[config.mk]
export PLATFORM = sky130hd
export DESIGN_NAME = qbuf_peek
export DESIGN_NICKNAME = d
export VERILOG_FILES = /design/src/rtl/qbuf_pkg.sv /design/src/rtl/qbuf_ctrl.sv /design/src/rtl/qbuf_store.sv /design/src/rtl/qbuf_peek.sv
export SDC_FILE = /design/constraint.sdc
export NUM_CORES = 1
export LEC_CHECK = 0
export ABC_AREA = 1
export ABC_CLOCK_PERIOD_IN_PS = 3180
export CORE_MARGIN = 4
export CORE_UTILIZATION = 45
export CTS_BUF_LIST = sky130_fd_sc_hd__clkbuf_2 sky130_fd_sc_hd__clkbuf_4 sky130_fd_sc_hd__clkbuf_8
export DETAILED_ROUTE_END_ITERATION = 8
export DONT_BUFFER_PORTS = 1
export SKIP_CTS_REPAIR_TIMING = 1
export SYNTH_ARGS = -nofsm -noshare
export SYNTH_HDL_FRONTEND = slang
export SYNTH_HIERARCHICAL = 1
export SYNTH_SLANG_ARGS = --single-unit
[constraint.sdc]
create_clock -name clk -period 3.18 [get_ports clk]
set_input_delay 0.795 -clock clk [delete_from_list [all_inputs] [get_ports clk]]
set_output_delay 0.795 -clock clk [all_outputs]
set_load 0.03 [all_outputs]
[src/rtl/qbuf_pkg.sv]
package qbuf_pkg;
  typedef enum logic [1:0] {
    QS_EMPTY = 2'd0,
    QS_MID   = 2'd1,
    QS_FULL  = 2'd2
  } qstate_t;
endpackage

[src/rtl/qbuf_ctrl.sv]
module qbuf_ctrl
  import qbuf_pkg::*;
#(
  parameter int DEPTH = 16,
  parameter int CW    = $clog2(DEPTH + 1)
) (
  input  logic          clk,
  input  logic          rst,
  input  logic          wr_en,
  input  logic          rd_en,
  input  logic [CW-1:0] level,
  output logic          do_push,
  output logic          do_pop,
  output logic          is_empty,
  output logic          is_full,
  output logic          ovf_err,
  output logic          udf_err
);
  localparam logic [CW-1:0] LVL_ONE  = CW'(1);
  localparam logic [CW-1:0] LVL_LAST = CW'(DEPTH - 1);

  qstate_t state, state_nxt;

  // Acceptance decision: depends only on the registered state
  always_comb begin
    do_push = 1'b0;
    do_pop  = 1'b0;
    unique case (state)
      QS_EMPTY: do_push = wr_en;
      QS_MID: begin
        do_push = wr_en;
        do_pop  = rd_en;
      end
      QS_FULL: begin
        do_pop  = rd_en;
        do_push = wr_en & rd_en;
      end
      default: ;
    endcase
  end

  always_comb begin
    state_nxt = state;
    if (do_push && !do_pop)
      state_nxt = (level == LVL_LAST) ? QS_FULL : QS_MID;
    else if (do_pop && !do_push)
      state_nxt = (level == LVL_ONE) ? QS_EMPTY : QS_MID;
  end

  always_ff @(posedge clk) begin
    if (rst) begin
      state   <= QS_EMPTY;
      ovf_err <= 1'b0;
      udf_err <= 1'b0;
    end else begin
      state   <= state_nxt;
      ovf_err <= wr_en & ~do_push;
      udf_err <= rd_en & ~do_pop;
    end
  end

  assign is_empty = (state == QS_EMPTY);
  assign is_full  = (state == QS_FULL);

  AST_EMPTY_LEVEL: assert property (@(posedge clk) disable iff (rst)
    is_empty == (level == '0));
  AST_FULL_LEVEL: assert property (@(posedge clk) disable iff (rst)
    is_full == (level == CW'(DEPTH)));
  AST_NO_POP_EMPTY: assert property (@(posedge clk) disable iff (rst)
    (level == '0) |-> !do_pop);
endmodule

[src/rtl/qbuf_store.sv]
module qbuf_store #(
  parameter int DW    = 8,
  parameter int DEPTH = 16,
  parameter int AW    = (DEPTH > 1) ? $clog2(DEPTH) : 1,
  parameter int CW    = $clog2(DEPTH + 1)
) (
  input  logic          clk,
  input  logic          rst,
  input  logic          push,
  input  logic          pop,
  input  logic [DW-1:0] wr_data,
  input  logic [CW-1:0] peek_off,
  output logic [DW-1:0] rd_data,
  output logic [DW-1:0] peek_data,
  output logic          peek_bad,
  output logic [CW-1:0] level
);
  localparam logic [AW-1:0] PTR_LAST = AW'(DEPTH - 1);
  localparam logic [AW:0]   SPAN     = (AW+1)'(DEPTH);

  logic [DW-1:0] mem [DEPTH];
  logic [AW-1:0] head, tail, paddr;
  logic [AW:0]   psum;
  logic          pvalid;

  // Storage: plain synchronous write, no reset, so it maps to RAM
  always_ff @(posedge clk) begin
    if (push) mem[tail] <= wr_data;
  end

  always_ff @(posedge clk) begin
    if (rst) begin
      head  <= '0;
      tail  <= '0;
      level <= '0;
    end else begin
      if (push) tail <= (tail == PTR_LAST) ? '0 : tail + AW'(1);
      if (pop)  head <= (head == PTR_LAST) ? '0 : head + AW'(1);
      unique case ({push, pop})
        2'b10:   level <= level + CW'(1);
        2'b01:   level <= level - CW'(1);
        default: ;
      endcase
    end
  end

  // Peek address: head plus offset, modulo DEPTH
  always_comb begin
    psum   = {1'b0, head} + (AW+1)'(peek_off);
    if (psum >= SPAN) psum = psum - SPAN;
    paddr  = psum[AW-1:0];
    pvalid = (peek_off < level);
  end

  always_ff @(posedge clk) begin
    if (rst) begin
      rd_data   <= '0;
      peek_data <= '0;
      peek_bad  <= 1'b0;
    end else begin
      if (pop) rd_data <= mem[head];
      peek_data <= pvalid ? mem[paddr] : '0;
      peek_bad  <= ~pvalid;
    end
  end

  AST_NO_OVERFLOW: assert property (@(posedge clk) disable iff (rst)
    level <= CW'(DEPTH));
  AST_PAIR_HOLDS: assert property (@(posedge clk) disable iff (rst)
    (push && pop) |=> (level == $past(level)));
endmodule

[src/rtl/qbuf_peek.sv]
module qbuf_peek #(
  parameter int DW    = 8,
  parameter int DEPTH = 16,
  parameter int CW    = $clog2(DEPTH + 1)
) (
  input  logic          clk,
  input  logic          rst,
  input  logic          wr_en,
  input  logic [DW-1:0] wr_data,
  input  logic          rd_en,
  output logic [DW-1:0] rd_data,
  input  logic [CW-1:0] thresh,
  input  logic [CW-1:0] peek_off,
  output logic [DW-1:0] peek_data,
  output logic          peek_bad,
  output logic [CW-1:0] level,
  output logic          empty,
  output logic          full,
  output logic          half_full,
  output logic          at_thresh,
  output logic          ovf_err,
  output logic          udf_err
);
  localparam int AW = (DEPTH > 1) ? $clog2(DEPTH) : 1;
  localparam logic [CW-1:0] HALF = CW'(DEPTH / 2);

  logic do_push, do_pop;

  qbuf_ctrl #(.DEPTH(DEPTH), .CW(CW)) u_ctrl (
    .clk      (clk),
    .rst      (rst),
    .wr_en    (wr_en),
    .rd_en    (rd_en),
    .level    (level),
    .do_push  (do_push),
    .do_pop   (do_pop),
    .is_empty (empty),
    .is_full  (full),
    .ovf_err  (ovf_err),
    .udf_err  (udf_err)
  );

  qbuf_store #(.DW(DW), .DEPTH(DEPTH), .AW(AW), .CW(CW)) u_store (
    .clk       (clk),
    .rst       (rst),
    .push      (do_push),
    .pop       (do_pop),
    .wr_data   (wr_data),
    .peek_off  (peek_off),
    .rd_data   (rd_data),
    .peek_data (peek_data),
    .peek_bad  (peek_bad),
    .level     (level)
  );

  assign half_full = (level >= HALF);
  assign at_thresh = (level >= thresh);

  AST_OVF_PULSE: assert property (@(posedge clk) disable iff (rst)
    (wr_en && full && !rd_en) |=> ovf_err);
  AST_UDF_PULSE: assert property (@(posedge clk) disable iff (rst)
    (rd_en && empty) |=> udf_err);
  AST_RD_HOLD: assert property (@(posedge clk) disable iff (rst)
    !(rd_en && !empty) |=> $stable(rd_data));
  AST_FLAGS_EXCL: assert property (@(posedge clk) disable iff (rst)
    !(empty && full));
  AST_FULL_HALF: assert property (@(posedge clk) disable iff (rst)
    full |-> half_full);
  AST_PEEK_ZERO: assert property (@(posedge clk) disable iff (rst)
    peek_bad |-> (peek_data == '0));
  AST_FULL_PAIR: assert property (@(posedge clk) disable iff (rst)
    (full && wr_en && rd_en) |=> (full && !ovf_err));
endmodule

### After elaboration in Yosys (flattened, before gate mapping)

Memory sizes are Yosys's and may differ from the RTL's. A register that Yosys moved wholly into a read port is not among the register bits.
Index checks and enable logic that the tools add are counted.
Widths: inputs -> output; s select.

| word-level totals | value |
|---|---|
| register bits | 18 |
| RAM bits | 128 |
| word-level logic and storage cells | 54 |
| memories kept | 1 |
| output and inout port bits | 28 |

| cells by class | value |
|---|---|
| add/sub/neg operators | 6 |
| mux-type cells | 12 |
| bitwise logic cells | 6 |
| equal/unequal tests | 8 |
| order comparisons | 4 |
| reductions and logical operators | 10 |

Memory list:

| memory | depth | bits a word | read ports | clocked after Yosys merged registers in | write ports | line | source |
|---|---|---|---|---|---|---|---|
| u_store.mem | 16 | 8 | 2 | 2 | 1 | qbuf_store.sv:21 | `logic [DW-1:0] mem [DEPTH];` |

Operators with widths:

| operator | count |
|---|---|
| $mux 4 | 3 |
| $pmux 5 s2 | 1 |
| $add 4x1->4 const B | 2 |
| $eq 4x4->1 const B | 2 |
| $mux 2 | 3 |
| $reduce_or 2->1 | 3 |
| $add 4x5->5 | 1 |
| $add 5x1->5 const B | 1 |
| $eq 5x1->1 const B | 1 |
| $eq 5x4->1 const B | 1 |
| $ge 5x4->1 const B | 1 |
| $ge 5x5->1 | 1 |
| $ge 5x5->1 const B | 1 |
| $lt 5x5->1 | 1 |
| $sub 5x1->5 const B | 1 |
| $eq 2x1->1 const B | 2 |
| $eq 2x2->1 const B | 2 |
| $mux 1 | 4 |
| $reduce_bool 2->1 | 2 |
| $sub 4x1->4 const B | 1 |
| $and 1x1->1 | 3 |
| $not 1->1 | 3 |
| $logic_and 1x1->1 | 2 |
| $logic_not 1->1 | 2 |
| 2 further kinds | 2 |

### Depth between registers and ports, before layout

| logic depth | value |
|---|---|
| word-level depth | 7 |
| gate-level depth with buffers | 16 |

### Hierarchy

Netlist, hierarchy kept.

By module, submodules not included:

| module | seq. area each (µm²) | times used | area each (µm²) | cells an instance |
|---|---|---|---|---|
| qbuf_store | 4444.3 | 1 | 8146.6 | 977 |
| qbuf_ctrl | 80.1 | 1 | 259.0 | 36 |
| qbuf_peek | 0.0 | 1 | 138.9 | 24 |

### Worst setup path after synthesis

Ideal clock, no wire load.

| timing path | value |
|---|---|
| path kind | input to register |
| from | input port wr_en |
| to | register u_store.level[4] |
| buffers on the path | 0 |
| data required time | 3.050 ns |
| arrival time | 2.454 ns |
| slack | 0.595 ns |
| stages | 14 |
| path through | inv_1 > nor3_2 > inv_1 > ha_1 > xor2_1 > ha_1 > inv_1 > nand2_1 > nand3_1 > nand2_1 > nand2_1 > nand2_1 > nand2_1 > a21oi_1 |

| between the ends | value |
|---|---|
| longest elaborated chain between the ends | 4 |
| elaborated cells between the ends (all ways) | 6 |

Ends and longest elaborated chain:

| item | line | source |
|---|---|---|
| start, declared | qbuf_peek.sv:8 | `input logic wr_en,` |
| $and 1x1->1 | qbuf_ctrl.sv:36 | `do_push = wr_en & rd_en;` |
| $pmux 1 s2 * | qbuf_ctrl.sv:28 | `unique case (state)` |
| named net do_push | qbuf_peek.sv:27 | `logic do_push, do_pop;` |
| $eq 2x1->1 or $eq 2x2->1 (tied branches) | qbuf_store.sv:39 | `unique case ({push, pop})` |
| $pmux 5 s2 or $reduce_bool 2->1 (tied branches) | -- |  |
| end signal, assigned | qbuf_store.sv:40 | `2'b10: level <= level + CW'(1);` |
| end signal, assigned | qbuf_store.sv:41 | `2'b01: level <= level - CW'(1);` |
| end, declared | qbuf_store.sv:16 | `output logic [CW-1:0] level` |

The timed path passes the listed nets; every way through them passes the cells marked *.
A chain may end at the register's enable or synchronous reset.

### Worst setup path in the final report

| timing path | value |
|---|---|
| from | register u_store.level[3] |
| to | output port at_thresh |

| between the ends | value |
|---|---|
| longest elaborated chain between the ends | 1 |

Ends and longest elaborated chain:

| item | line | source |
|---|---|---|
| $ge 5x5->1 | qbuf_peek.sv:57 | `assign at_thresh = (level >= thresh);` |
| end, declared | qbuf_peek.sv:20 | `output logic at_thresh,` |

Every way passes these cells.

==> flow_metrics.tcl <==
set metrics [dict create \
    fp.dieW_um 146 \
    cts_num_sinks 162 \
    wl_per_cell_um 18.2 \
    status "complete, no violations" \
    area_growth_pct 8.10 \
    ys_ff_latch 162 \
    tns_ns 0 \
    cap_viol_max_count 0 \
    netlist-cell-type-count 33 \
    cts_tree "built" \
    async_flop_share_pct 0 \
    antennaDiodeCount 0 \
    io_buffers 0 \
    cts_root_buf "clkbuf_8" \
    synthFlopType "edfxtp_1" \
    synth_area_mm2 0.00854 \
    worst_skew_pair.late_latency_ns 0.46 \
    fillCellCount 1822 \
    first_global_vias 6446 \
    yosysTopAreaCellShare_pct 45.0 \
    slew_violations 0 \
    wl_met2_um 11100 \
    finalHoldViolations 0 \
    ant_nets 0 \
    synth.largest_area_cell "edfxtp_1" \
    syn_inst 1037 \
    dp_hpwl_um 15500 \
    die_area_mm2 0.0213 \
    clock_skew_ns 0.0153 \
    multi_input_area_mm2 0.00333 \
    place_congestion 0.840 \
    firstDrtPassIters 5 \
    layout-drive-gt1-share_pct 6.84 \
    synth_area_per_cell_um2 8.24 \
    setup_viol 0 \
    core_area_mm2 0.0187 \
    peakVddDrop_mv 0.263 \
    nNetsFinal 1087 \
    num_rows 50 \
    synthTopCellsByCount "330 x nand2_1, 128 x edfxtp_1, 117 x nor2_1" \
    postPlaceCellArea_mm2 0.00886 \
    yosysSeqAreaShare_pct 53.0 \
    finalCriticalPeriod_ns 2.68 \
    leakage_nw 3.90 \
    min_path_type "input port to flop" \
    yosysMostFrequentCell "nand2_1" \
    antenna_found_initial 0 \
    grt_first_pass_wirelength_um 36600 \
    worstSetupPathType "flop to output pin" \
    fin_cells 1286 \
    register_area_mm2 0.00453 \
    worst_slew_pin_slew_ns 1.02 \
    critPathRequiredTime_ns 2.38 \
    routed-via-count 6745 \
    fp.dieH_um 146 \
    rsz0062_at_grt "false" \
    top_layer_used "met4" \
    wl_met3_um 1790 \
    drc 0 \
    synth_edf_count 128 \
    grtUsageTotal_pct 22.3 \
    placedCellCount 1254 \
    drt-total-wl_um 23300 \
    htreeDepth 4 \
    clkSlewWorstSetupHoldPaths_ns 0.09 \
    start_kind "flop" \
    fmax_mhz 374 \
    wl_met1_um 10200 \
    endpoint_kind "output pin" \
    overflow 0 \
    start_util_pct 45.7 \
    max_slew_margin_pct 32.1 \
    cts_inserted_buffers 17 \
    clockBufferDepth 2 \
    cp_data_arrival_time_ns 1.88 \
    io_pins 50 \
    synth_area_leaders "edfxtp_1 45%, nand2_1 14%, dfxtp_1 8.0%" \
    ys_warn_count 6 \
    finalCritPeriodShare_pct 84.2 \
    drt_iter0_drc 565 \
    worstPathMaxFanout 7 \
    powerDensity_mw_per_mm2 744 \
    final_area_mm2 0.00924 \
    avgViaCountPerCell 5.24 \
    grt_max_degree 69 \
    syn-num-nets 1085 \
]
metrics by stage:
stage          hold WS (ns)  total power, mW  utilization, %  worst slack, ns
2_1_floorplan         0.448             4.74               -            0.595
3_3_place_gp          0.462             5.43            47.3            0.477
3_5_place_dp          0.464             5.45            47.3            0.477
4_1_cts               0.355             6.92            49.4            0.458
5_1_grt               0.352             7.38            49.4            0.390
6_report              0.389             6.87            49.4            0.503
final timing paths:
check / endpoint / slack [ns] / cells past startpoint / from
max reg2reg: u_store/level[4]$_SDFFE_PP0P_ / 0.68 / 16 / u_ctrl/state[0]$_SDFFE_PP0P_
min: u_store/peek_bad$_SDFF_PP0_ / 0.39 / 1 / rst
max: at_thresh / 0.50 / 5 / u_store/level[3]$_SDFFE_PP0P_
min reg2reg: u_ctrl/state[0]$_SDFFE_PP0P_ / 0.47 / 2 / u_ctrl/state[0]$_SDFFE_PP0P_
cell usage in the layout (no fill, tap or decap), types with 31 or more instances in the layout:
cell type / synthesis / final
nand2_1: 330 / 330
edfxtp_1: 128 / 128
nor2_1: 117 / 117
inv_1: 116 / 116
nand3_1: 87 / 87
a21oi_1: 50 / 50
o21ai_0: 33 / 33
dfxtp_1: 34 / 32
o211ai_1: 32 / 32
buf_4: 9 / 31
kinds of logic (layout without fill, tap and decap cells):
group	after synthesis	in the layout	share of synthesized area [%]
flip-flops	162	162	53.0
AO/OA/AOI/OAI	130	130	8.76
adder cells (fa/ha/maj)	26	26	3.90
buffers and inverters	170	185	8.26
AND/OR/NAND/NOR	544	544	25.5
XOR/XNOR	5	5	0.601
layer usage:
metal / vias up / global-route usage, %
met4: 0 / 5.56
met5: - / 0
met3: 25 / 6.14
met2: 201 / 36.1
met1: 3143 / 29.8
li1: 3376 / -
flip-flops by register name (all words and copies together) (netlist names):
register,cells
u_store/head,4
u_ctrl/udf_err,1
u_ctrl/state,2
u_store/level,5
u_ctrl/ovf_err,1
u_store/tail,4
u_store/peek_data,8
u_store/mem,128
u_store/peek_bad,1
u_store/rd_data,8
power by group:
group / internal [mW] / leakage (nW) / switching (mW)
Clock: 0.699 / 0.187 / 0.772
Combinational: 0.828 / 2.28 / 1.83
Sequential: 2.47 / 1.44 / 0.272
Total: 4.00 / 3.90 / 2.87
critical path, stage by stage (launching register included):
cell and delay (ns):
dfxtp_1 0.66, ha_1 0.33, nand2_1 0.08, inv_1 0.04, nand2_1 0.05, nand3_1 0.26
area by class of cell:
cell class | count | share of cell area [%]
Sequential cell | 162 | 49.0
Timing Repair Buffer | 32 | 2.74
Clock inverter | 14 | 1.50
Inverter | 121 | 4.92
Tap cell | 234 | 3.17
Clock buffer | 18 | 2.61
Multi-Input combinational cell | 705 | 36.0
Power figures use the tool's default switching activity.
